$ cat config.mk
export PLATFORM = sky130hd
export DESIGN_NAME = rowguard_ctrl
export DESIGN_NICKNAME = d
export VERILOG_FILES = /design/src/rtl/rg_pkg.sv /design/src/rtl/rg_csum.sv /design/src/rtl/rg_parity_acc.sv /design/src/rtl/rg_chip_walk.sv /design/src/rtl/rowguard_ctrl.sv
export SDC_FILE = /design/constraint.sdc
export NUM_CORES = 1
export LEC_CHECK = 0
export BUFFER_PORTS_ARGS = -buffer_cell sky130_fd_sc_hd__buf_4
export CORE_ASPECT_RATIO = 0.9
export CORE_UTILIZATION = 57
export CTS_CLUSTER_DIAMETER = 50
export DETAILED_ROUTE_END_ITERATION = 10
export PLACE_DENSITY = 0.92
export SLEW_MARGIN = 15
export SYNTH_ARGS = -nofsm -noshare
export SYNTH_HDL_FRONTEND = slang
export SYNTH_SLANG_ARGS = --single-unit
$ cat constraint.sdc
create_clock -name clk -period 4.75 [get_ports clk]
set_input_delay 0.2375 -clock clk [delete_from_list [all_inputs] [get_ports clk]]
set_output_delay 0.2375 -clock clk [all_outputs]
set_load 0.005 [all_outputs]
$ cat src/rtl/rg_pkg.sv
package rg_pkg;

    localparam int SUM_W = 8;

    typedef enum logic [3:0] {
        S_IDLE,
        S_RD_DATA,
        S_RD_CHECK,
        S_RB_ISSUE,
        S_RB_ACC,
        S_RB_CHECK,
        S_WR_RD_DATA,
        S_WR_RD_PAR,
        S_WR_WR_DATA,
        S_WR_WR_PAR
    } rg_state_e;

endpackage

$ cat src/rtl/rg_csum.sv
module rg_csum #(
    parameter int ROW_W = 32,
    localparam int NB = ROW_W / 8
) (
    input  logic [ROW_W-1:0]        data,
    output logic [rg_pkg::SUM_W-1:0] sum
);
    always_comb begin
        logic [rg_pkg::SUM_W-1:0] run;
        run = '0;
        for (int i = 0; i < NB; i++) begin
            run = run + data[8*i +: 8];
        end
        sum = run;
    end
endmodule

$ cat src/rtl/rg_parity_acc.sv
module rg_parity_acc #(
    parameter int ROW_W = 32
) (
    input  logic             clk,
    input  logic             rst_n,
    input  logic             clr,
    input  logic             en,
    input  logic [ROW_W-1:0] din,
    output logic [ROW_W-1:0] acc
);
    always_ff @(posedge clk) begin
        if (!rst_n) begin
            acc <= '0;
        end else if (clr) begin
            acc <= '0;
        end else if (en) begin
            acc <= acc ^ din;
        end
    end

    // a rebuild always starts from an empty accumulator
    p_clr_empties_r6: assert property (@(posedge clk) disable iff (!rst_n)
        clr |=> (acc == '0));
endmodule

$ cat src/rtl/rg_chip_walk.sv
module rg_chip_walk #(
    parameter int N_DATA = 4,
    localparam int CW = $clog2(N_DATA + 1)
) (
    input  logic [CW-1:0] tgt,
    input  logic [CW-1:0] cur,
    output logic [CW-1:0] first,
    output logic [CW-1:0] next
);
    logic [CW-1:0] step1;
    logic [CW-1:0] step2;

    always_comb begin
        step1 = cur + CW'(1);
        step2 = cur + CW'(2);
        first = (tgt == '0) ? CW'(1) : '0;
        next  = (step1 == tgt) ? step2 : step1;
    end
endmodule

$ cat src/rtl/rowguard_ctrl.sv
module rowguard_ctrl #(
    parameter int N_DATA = 4,
    parameter int ROW_W  = 32,
    parameter int ROWS   = 16,
    localparam int DW = (N_DATA > 1) ? $clog2(N_DATA) : 1,
    localparam int CW = $clog2(N_DATA + 1),
    localparam int RW = (ROWS > 1) ? $clog2(ROWS) : 1,
    localparam int AW = RW + DW,
    localparam int MW = ROW_W + rg_pkg::SUM_W
) (
    input  logic             clk,
    input  logic             rst_n,
    input  logic             req_valid,
    output logic             req_ready,
    input  logic             req_write,
    input  logic [AW-1:0]    req_addr,
    input  logic [ROW_W-1:0] req_wdata,
    output logic             rsp_valid,
    output logic [ROW_W-1:0] rsp_rdata,
    output logic             rsp_fixed,
    output logic             rsp_fail,
    output logic             mem_en,
    output logic             mem_we,
    output logic [CW-1:0]    mem_chip,
    output logic [RW-1:0]    mem_row,
    output logic [MW-1:0]    mem_wdata,
    input  logic [MW-1:0]    mem_rdata
);
    import rg_pkg::*;

    localparam logic [CW-1:0] PAR_IDX = CW'(N_DATA);

    rg_state_e state_q, state_d;

    logic              op_wr_q;
    logic [CW-1:0]     tgt_chip_q;
    logic [RW-1:0]     tgt_row_q;
    logic [ROW_W-1:0]  wdata_q;
    logic [ROW_W-1:0]  old_data_q;
    logic [ROW_W-1:0]  par_new_q;
    logic [SUM_W-1:0]  stored_sum_q;
    logic [CW-1:0]     walk_q;

    logic [ROW_W-1:0]  rd_data;
    logic [SUM_W-1:0]  rd_sum_field;
    logic [SUM_W-1:0]  rd_sum_calc;
    logic [SUM_W-1:0]  acc_sum_calc;
    logic [SUM_W-1:0]  wr_sum_calc;
    logic [SUM_W-1:0]  par_sum_calc;
    logic [ROW_W-1:0]  rebuilt;
    logic [CW-1:0]     walk_first;
    logic [CW-1:0]     walk_next;
    logic              acc_clr;
    logic              acc_en;
    logic              rd_clean;
    logic              rb_clean;

    assign rd_data      = mem_rdata[ROW_W-1:0];
    assign rd_sum_field = mem_rdata[MW-1:ROW_W];
    assign rd_clean     = (rd_sum_calc == rd_sum_field);
    assign rb_clean     = (acc_sum_calc == stored_sum_q);

    rg_csum #(.ROW_W(ROW_W)) u_sum_rd  (.data(rd_data),   .sum(rd_sum_calc));
    rg_csum #(.ROW_W(ROW_W)) u_sum_acc (.data(rebuilt),   .sum(acc_sum_calc));
    rg_csum #(.ROW_W(ROW_W)) u_sum_wr  (.data(wdata_q),   .sum(wr_sum_calc));
    rg_csum #(.ROW_W(ROW_W)) u_sum_par (.data(par_new_q), .sum(par_sum_calc));

    rg_parity_acc #(.ROW_W(ROW_W)) u_acc (
        .clk   (clk),
        .rst_n (rst_n),
        .clr   (acc_clr),
        .en    (acc_en),
        .din   (rd_data),
        .acc   (rebuilt)
    );

    rg_chip_walk #(.N_DATA(N_DATA)) u_walk (
        .tgt   (tgt_chip_q),
        .cur   (walk_q),
        .first (walk_first),
        .next  (walk_next)
    );

    // State register
    always_ff @(posedge clk) begin
        if (!rst_n) begin
            state_q <= S_IDLE;
        end else begin
            state_q <= state_d;
        end
    end

    // Next-state logic
    always_comb begin
        state_d = state_q;
        unique case (state_q)
            S_IDLE:       if (req_valid) state_d = req_write ? S_WR_RD_DATA : S_RD_DATA;
            S_RD_DATA:    state_d = S_RD_CHECK;
            S_RD_CHECK:   state_d = rd_clean ? S_IDLE : S_RB_ISSUE;
            S_RB_ISSUE:   state_d = S_RB_ACC;
            S_RB_ACC:     state_d = (walk_q == PAR_IDX) ? S_RB_CHECK : S_RB_ISSUE;
            S_RB_CHECK:   state_d = S_IDLE;
            S_WR_RD_DATA: state_d = S_WR_RD_PAR;
            S_WR_RD_PAR:  state_d = S_WR_WR_DATA;
            S_WR_WR_DATA: state_d = S_WR_WR_PAR;
            S_WR_WR_PAR:  state_d = S_IDLE;
            default:      state_d = S_IDLE;
        endcase
    end

    // Operation registers
    always_ff @(posedge clk) begin
        if (!rst_n) begin
            op_wr_q      <= 1'b0;
            tgt_chip_q   <= '0;
            tgt_row_q    <= '0;
            wdata_q      <= '0;
            old_data_q   <= '0;
            par_new_q    <= '0;
            stored_sum_q <= '0;
            walk_q       <= '0;
        end else begin
            unique case (state_q)
                S_IDLE: begin
                    if (req_valid) begin
                        op_wr_q    <= req_write;
                        tgt_chip_q <= CW'(req_addr[DW-1:0]);
                        tgt_row_q  <= req_addr[AW-1:DW];
                        wdata_q    <= req_wdata;
                    end
                end
                S_RD_CHECK: begin
                    stored_sum_q <= rd_sum_field;
                    walk_q       <= walk_first;
                end
                S_RB_ACC:     walk_q     <= walk_next;
                S_WR_RD_PAR:  old_data_q <= rd_data;
                S_WR_WR_DATA: par_new_q  <= rd_data ^ old_data_q ^ wdata_q;
                default: ;
            endcase
        end
    end

    // Outputs
    always_comb begin
        req_ready = 1'b0;
        rsp_valid = 1'b0;
        rsp_rdata = '0;
        rsp_fixed = 1'b0;
        rsp_fail  = 1'b0;
        mem_en    = 1'b0;
        mem_we    = 1'b0;
        mem_chip  = tgt_chip_q;
        mem_row   = tgt_row_q;
        mem_wdata = '0;
        acc_clr   = 1'b0;
        acc_en    = 1'b0;
        unique case (state_q)
            S_IDLE: req_ready = 1'b1;
            S_RD_DATA: mem_en = 1'b1;
            S_RD_CHECK: begin
                acc_clr = 1'b1;
                if (rd_clean) begin
                    rsp_valid = 1'b1;
                    rsp_rdata = rd_data;
                end
            end
            S_RB_ISSUE: begin
                mem_en   = 1'b1;
                mem_chip = walk_q;
            end
            S_RB_ACC: acc_en = 1'b1;
            S_RB_CHECK: begin
                rsp_valid = 1'b1;
                if (rb_clean) begin
                    rsp_rdata = rebuilt;
                    rsp_fixed = 1'b1;
                end else begin
                    rsp_fail  = 1'b1;
                end
            end
            S_WR_RD_DATA: mem_en = 1'b1;
            S_WR_RD_PAR: begin
                mem_en   = 1'b1;
                mem_chip = PAR_IDX;
            end
            S_WR_WR_DATA: begin
                mem_en    = 1'b1;
                mem_we    = 1'b1;
                mem_wdata = {wr_sum_calc, wdata_q};
            end
            S_WR_WR_PAR: begin
                mem_en    = 1'b1;
                mem_we    = 1'b1;
                mem_chip  = PAR_IDX;
                mem_wdata = {par_sum_calc, par_new_q};
                rsp_valid = 1'b1;
            end
            default: ;
        endcase
    end

    // no array traffic while a new request could be taken
    p_busy_blocks_accept_r2: assert property (@(posedge clk) disable iff (!rst_n)
        mem_en |-> !req_ready);

    // responses are single-cycle pulses
    p_rsp_single_r9: assert property (@(posedge clk) disable iff (!rst_n)
        rsp_valid |=> !rsp_valid);

    // parity write directly follows the data write
    p_par_after_data_r4: assert property (@(posedge clk) disable iff (!rst_n)
        (mem_en && mem_we && mem_chip == PAR_IDX)
        |-> $past(mem_en && mem_we && mem_chip != PAR_IDX));

    // data write directly follows the parity read
    p_data_after_par_rd_r4: assert property (@(posedge clk) disable iff (!rst_n)
        (mem_en && mem_we && mem_chip != PAR_IDX)
        |-> $past(mem_en && !mem_we && mem_chip == PAR_IDX));

    // a clean read answers right after its single target read
    p_clean_read_r5: assert property (@(posedge clk) disable iff (!rst_n)
        (rsp_valid && !op_wr_q && !rsp_fixed && !rsp_fail)
        |-> $past(mem_en && !mem_we && mem_chip == tgt_chip_q));

    // rebuild traffic never writes
    p_rebuild_reads_only_r6: assert property (@(posedge clk) disable iff (!rst_n)
        (mem_en && !op_wr_q && mem_chip != tgt_chip_q) |-> !mem_we);

    // failed rebuild carries no data
    p_fail_no_data_r7: assert property (@(posedge clk) disable iff (!rst_n)
        rsp_fail |-> (rsp_rdata == '0 && !rsp_fixed));
endmodule

==> qor.csv <==
metric,value,unit
Mapped Area,9450,µm²
CTS H-tree lvls,4,
Pint,0.00279,W
Clock power frac,27.8,%
drt wl/cell,19.5,µm
CTS tree,done,
"most common cell after layout, fill and taps aside",nand2_1,
Synth top area share,31.6,%
final net count,1365,
Crit path max-delay family,adder cells,
status,completed,
Initial Utilization,58.4,%
cell mode on critical path,fa_1,
Max-slew headroom,25.9,%
clock sinks,149,
synth top area cells,"dfxtp_1 (32%), fa_1 (12%), nand2_1 (11%), xnor2_1 (10%), a21boi_0 (9.0%)",
RSZ-0062 raised after global routing,no,
Critical Path Sink Type,output port,
Worst-path clk slew,70,ps
first-pass GRT wire length,42.5,mm
switching share of power,38.9,%
final setup fails,0,
final core occ,70.2,%
clock root buffer,clkbuf_16,
DRT iter0 DRCs,679,
DIE HEIGHT,124,µm
Slew Limit Fails,0,
Seq pwr share,35.4,%
synthesized net count,1232,
CP Data Arrival Time,4190,ps
CP peak stage delay,540,ps
grt ovf,0,
I/O Pins,167,
drt pass-1 iters,7,
DP Wirelength,20.2,mm
vias in the first global route,7947,
Peak VDD IR,0.000362,V
core area,16200,µm²
total chip power,0.00456,W
initial antenna violation count,0,
Synth Instances,1064,
num rows,44,
routed wire length,27.6,mm
CTS max path bufs,2,
vias,8332,
post-synthesis sequential area ratio,31.6,%
clock latency on the worst-skew pair,430,ps
RR Startpoint,state_q[1],
Die Wd,138,µm
Layout area overhead,20.2,%
Critical path origin,u_acc.acc[1],
Final Hold Fails,0,
Total GRT Usage,33.6,%
fin area,11400,µm²
Leak,4.62,nW
Worst-Margin Slew,1100,ps
Final period util,93.1,%
Placer Congestion,0.940,
Post-CTS Setup Bufs,0,
via/cell ratio,5.88,
synthesized area per cell,8.88,µm²
Comb pwr share,36.9,%
min-delay src,req_addr[2],
antenna fix cells,0,
total die area,17100,µm²
post-synth top area cell,dfxtp_1,
Power Dens Cells,402,nW/µm²
Post-synth EDFFs,0,
CTS Buf Count,17,
worst-path cell chain,fa_1 -> inv_1 -> fa_1 -> inv_1 -> ha_1 -> fa_1 -> a21o_1 -> a21oi_1 -> o21ai_0 -> xnor2_1 -> nor3_4 -> buf_4 -> a32o_1 -> buf_4,
CP max-delay cell,fa_1,
Post-DP Area,10800,µm²
Worst Hold Class,primary input to register,
buffers added on ports,166,
Max Cap Violations,0,
most frequent cells in the layout,"nand2_1 (266), buf_4 (178), dfxtp_1 (149)",
post-synth cell types,44,
clk_skew,7.65,ps
post-cts sizing count,0,
hold_buf cts,0,
post-route ant nets,0,
Worst Path Max Fanout,34,
NetSw,0.00178,W
Critical Path Start Type,register,
"FFs w/ async S/R, synth",0,%
layout cell share with drive strength beyond 1,18.2,%
Most used DFF post-synth,dfxtp_1,
post-route setup TNS,0,ps
worst path bufs/invs,4,
residual DRC count,0,
f_max,226,MHz
yosys warns,0,
WS Path Type,register to output port,
minimum clock period,4420,ps
Yosys reg bits,149,
largest net degree at the start of global routing,75,
worst endpoint required time,4510,ps
-- worst paths after layout --
check,cells past startpoint,endpoint,slack (ps)
setup / recovery,14,rsp_rdata[25],330
hold / removal,3,mem_row[0],70
setup reg to reg,5,u_acc.acc[3],2160
hold reg to reg,2,mem_row[1],460
-- synth_stat cells, types with 2 or more instances --
master	instances
a21boi_0	113
buf_1	9
mux2_2	2
o22ai_1	5
nor4_1	2
nand3_1	3
a22oi_1	2
a31oi_1	2
xnor2_1	111
ha_1	30
inv_1	29
a22o_1	37
o21a_1	2
nand2_1	266
nor3_1	5
a21o_1	6
buf_6	3
nor2b_1	3
xor2_1	44
and2_1	2
o31ai_1	2
dfxtp_1	149
clkbuf_1	49
a32o_1	32
o21bai_1	7
a211oi_1	4
a21oi_1	19
fa_1	56
o21ai_0	6
buf_2	3
nor2_1	48
-- power by group through the flow --
stage | Combinational (W) | Sequential [W] | Clock [W]
after global routing | 0.00186 | 0.00163 | 0.00133
after floorplan | 0.00126 | 0.00152 | 0
after global placement | 0.00159 | 0.00162 | 0
after detailed placement | 0.00165 | 0.00163 | 0
final | 0.00168 | 0.00161 | 0.00127
after CTS | 0.00168 | 0.00160 | 0.00128
-- sequential cells by signal (all words and copies together), names as in the netlist --
signal and count:
old_data_q 32, par_new_q 32, u_acc.acc 32, wdata_q 32, stored_sum_q 8, mem_row 4, state_q 4, walk_q 3
tgt_chip_q 2
-- stage by stage --
| step | hold slack (ps) | setup slack, ps | std cells |
|---|---|---|---|
| final | 67.1 | 326 | 1417 |
| after global routing | 70.4 | 111 | 1417 |
| after CTS | 59.5 | 320 | 1417 |
| after detailed placement | 459 | 639 | 1385 |
| after global placement | 451 | 731 | 1385 |
| after floorplan | 382 | 1030 | 1064 |
-- worst reg2reg max path: stages (launching register included) --
cell     delay (ps)
dfxtp_1         700
inv_1           150
nor2_1          160
nand2_1         350
nand2_1         930
nor2_1          140
-- final cells by class --
type / instances / area, µm²
tap: 207 / 259
sequential: 149 / 2980
fill: 1195 / 4820
timing repair buffer: 178 / 1340
multi-input combinational: 821 / 6120
clock inverter: 12 / 95.1
clock buffer: 20 / 457
inverter: 30 / 113
-- per-layer routing --
metal	global-route usage (%)	routed length, µm	vias up	part of all wire, %
met4	15.8	936	0	3.4
met5	0	0	-	0
met1	43.8	10900	3970	39
met2	51.8	12700	475	46
li1	-	-	3810	-
met3	9.16	3180	77	12
-- logic make-up (layout without fill, tap and decap cells) --
| kind of cell | Yosys count | count (layout) | share of synthesized area [%] |
|---|---|---|---|
| and+or+nand+nor | 336 | 336 | 14.1 |
| DFF | 149 | 149 | 31.6 |
| buffers and inverters | 94 | 240 | 4.01 |
| muxes | 2 | 2 | 0.238 |
| xor gates and xnor gates | 155 | 155 | 14.4 |
| adders and majority gates | 86 | 86 | 15.8 |
| AOI/OAI and AO/OA | 242 | 242 | 19.9 |
No activity file was read; power rests on OpenSTA's default activity.
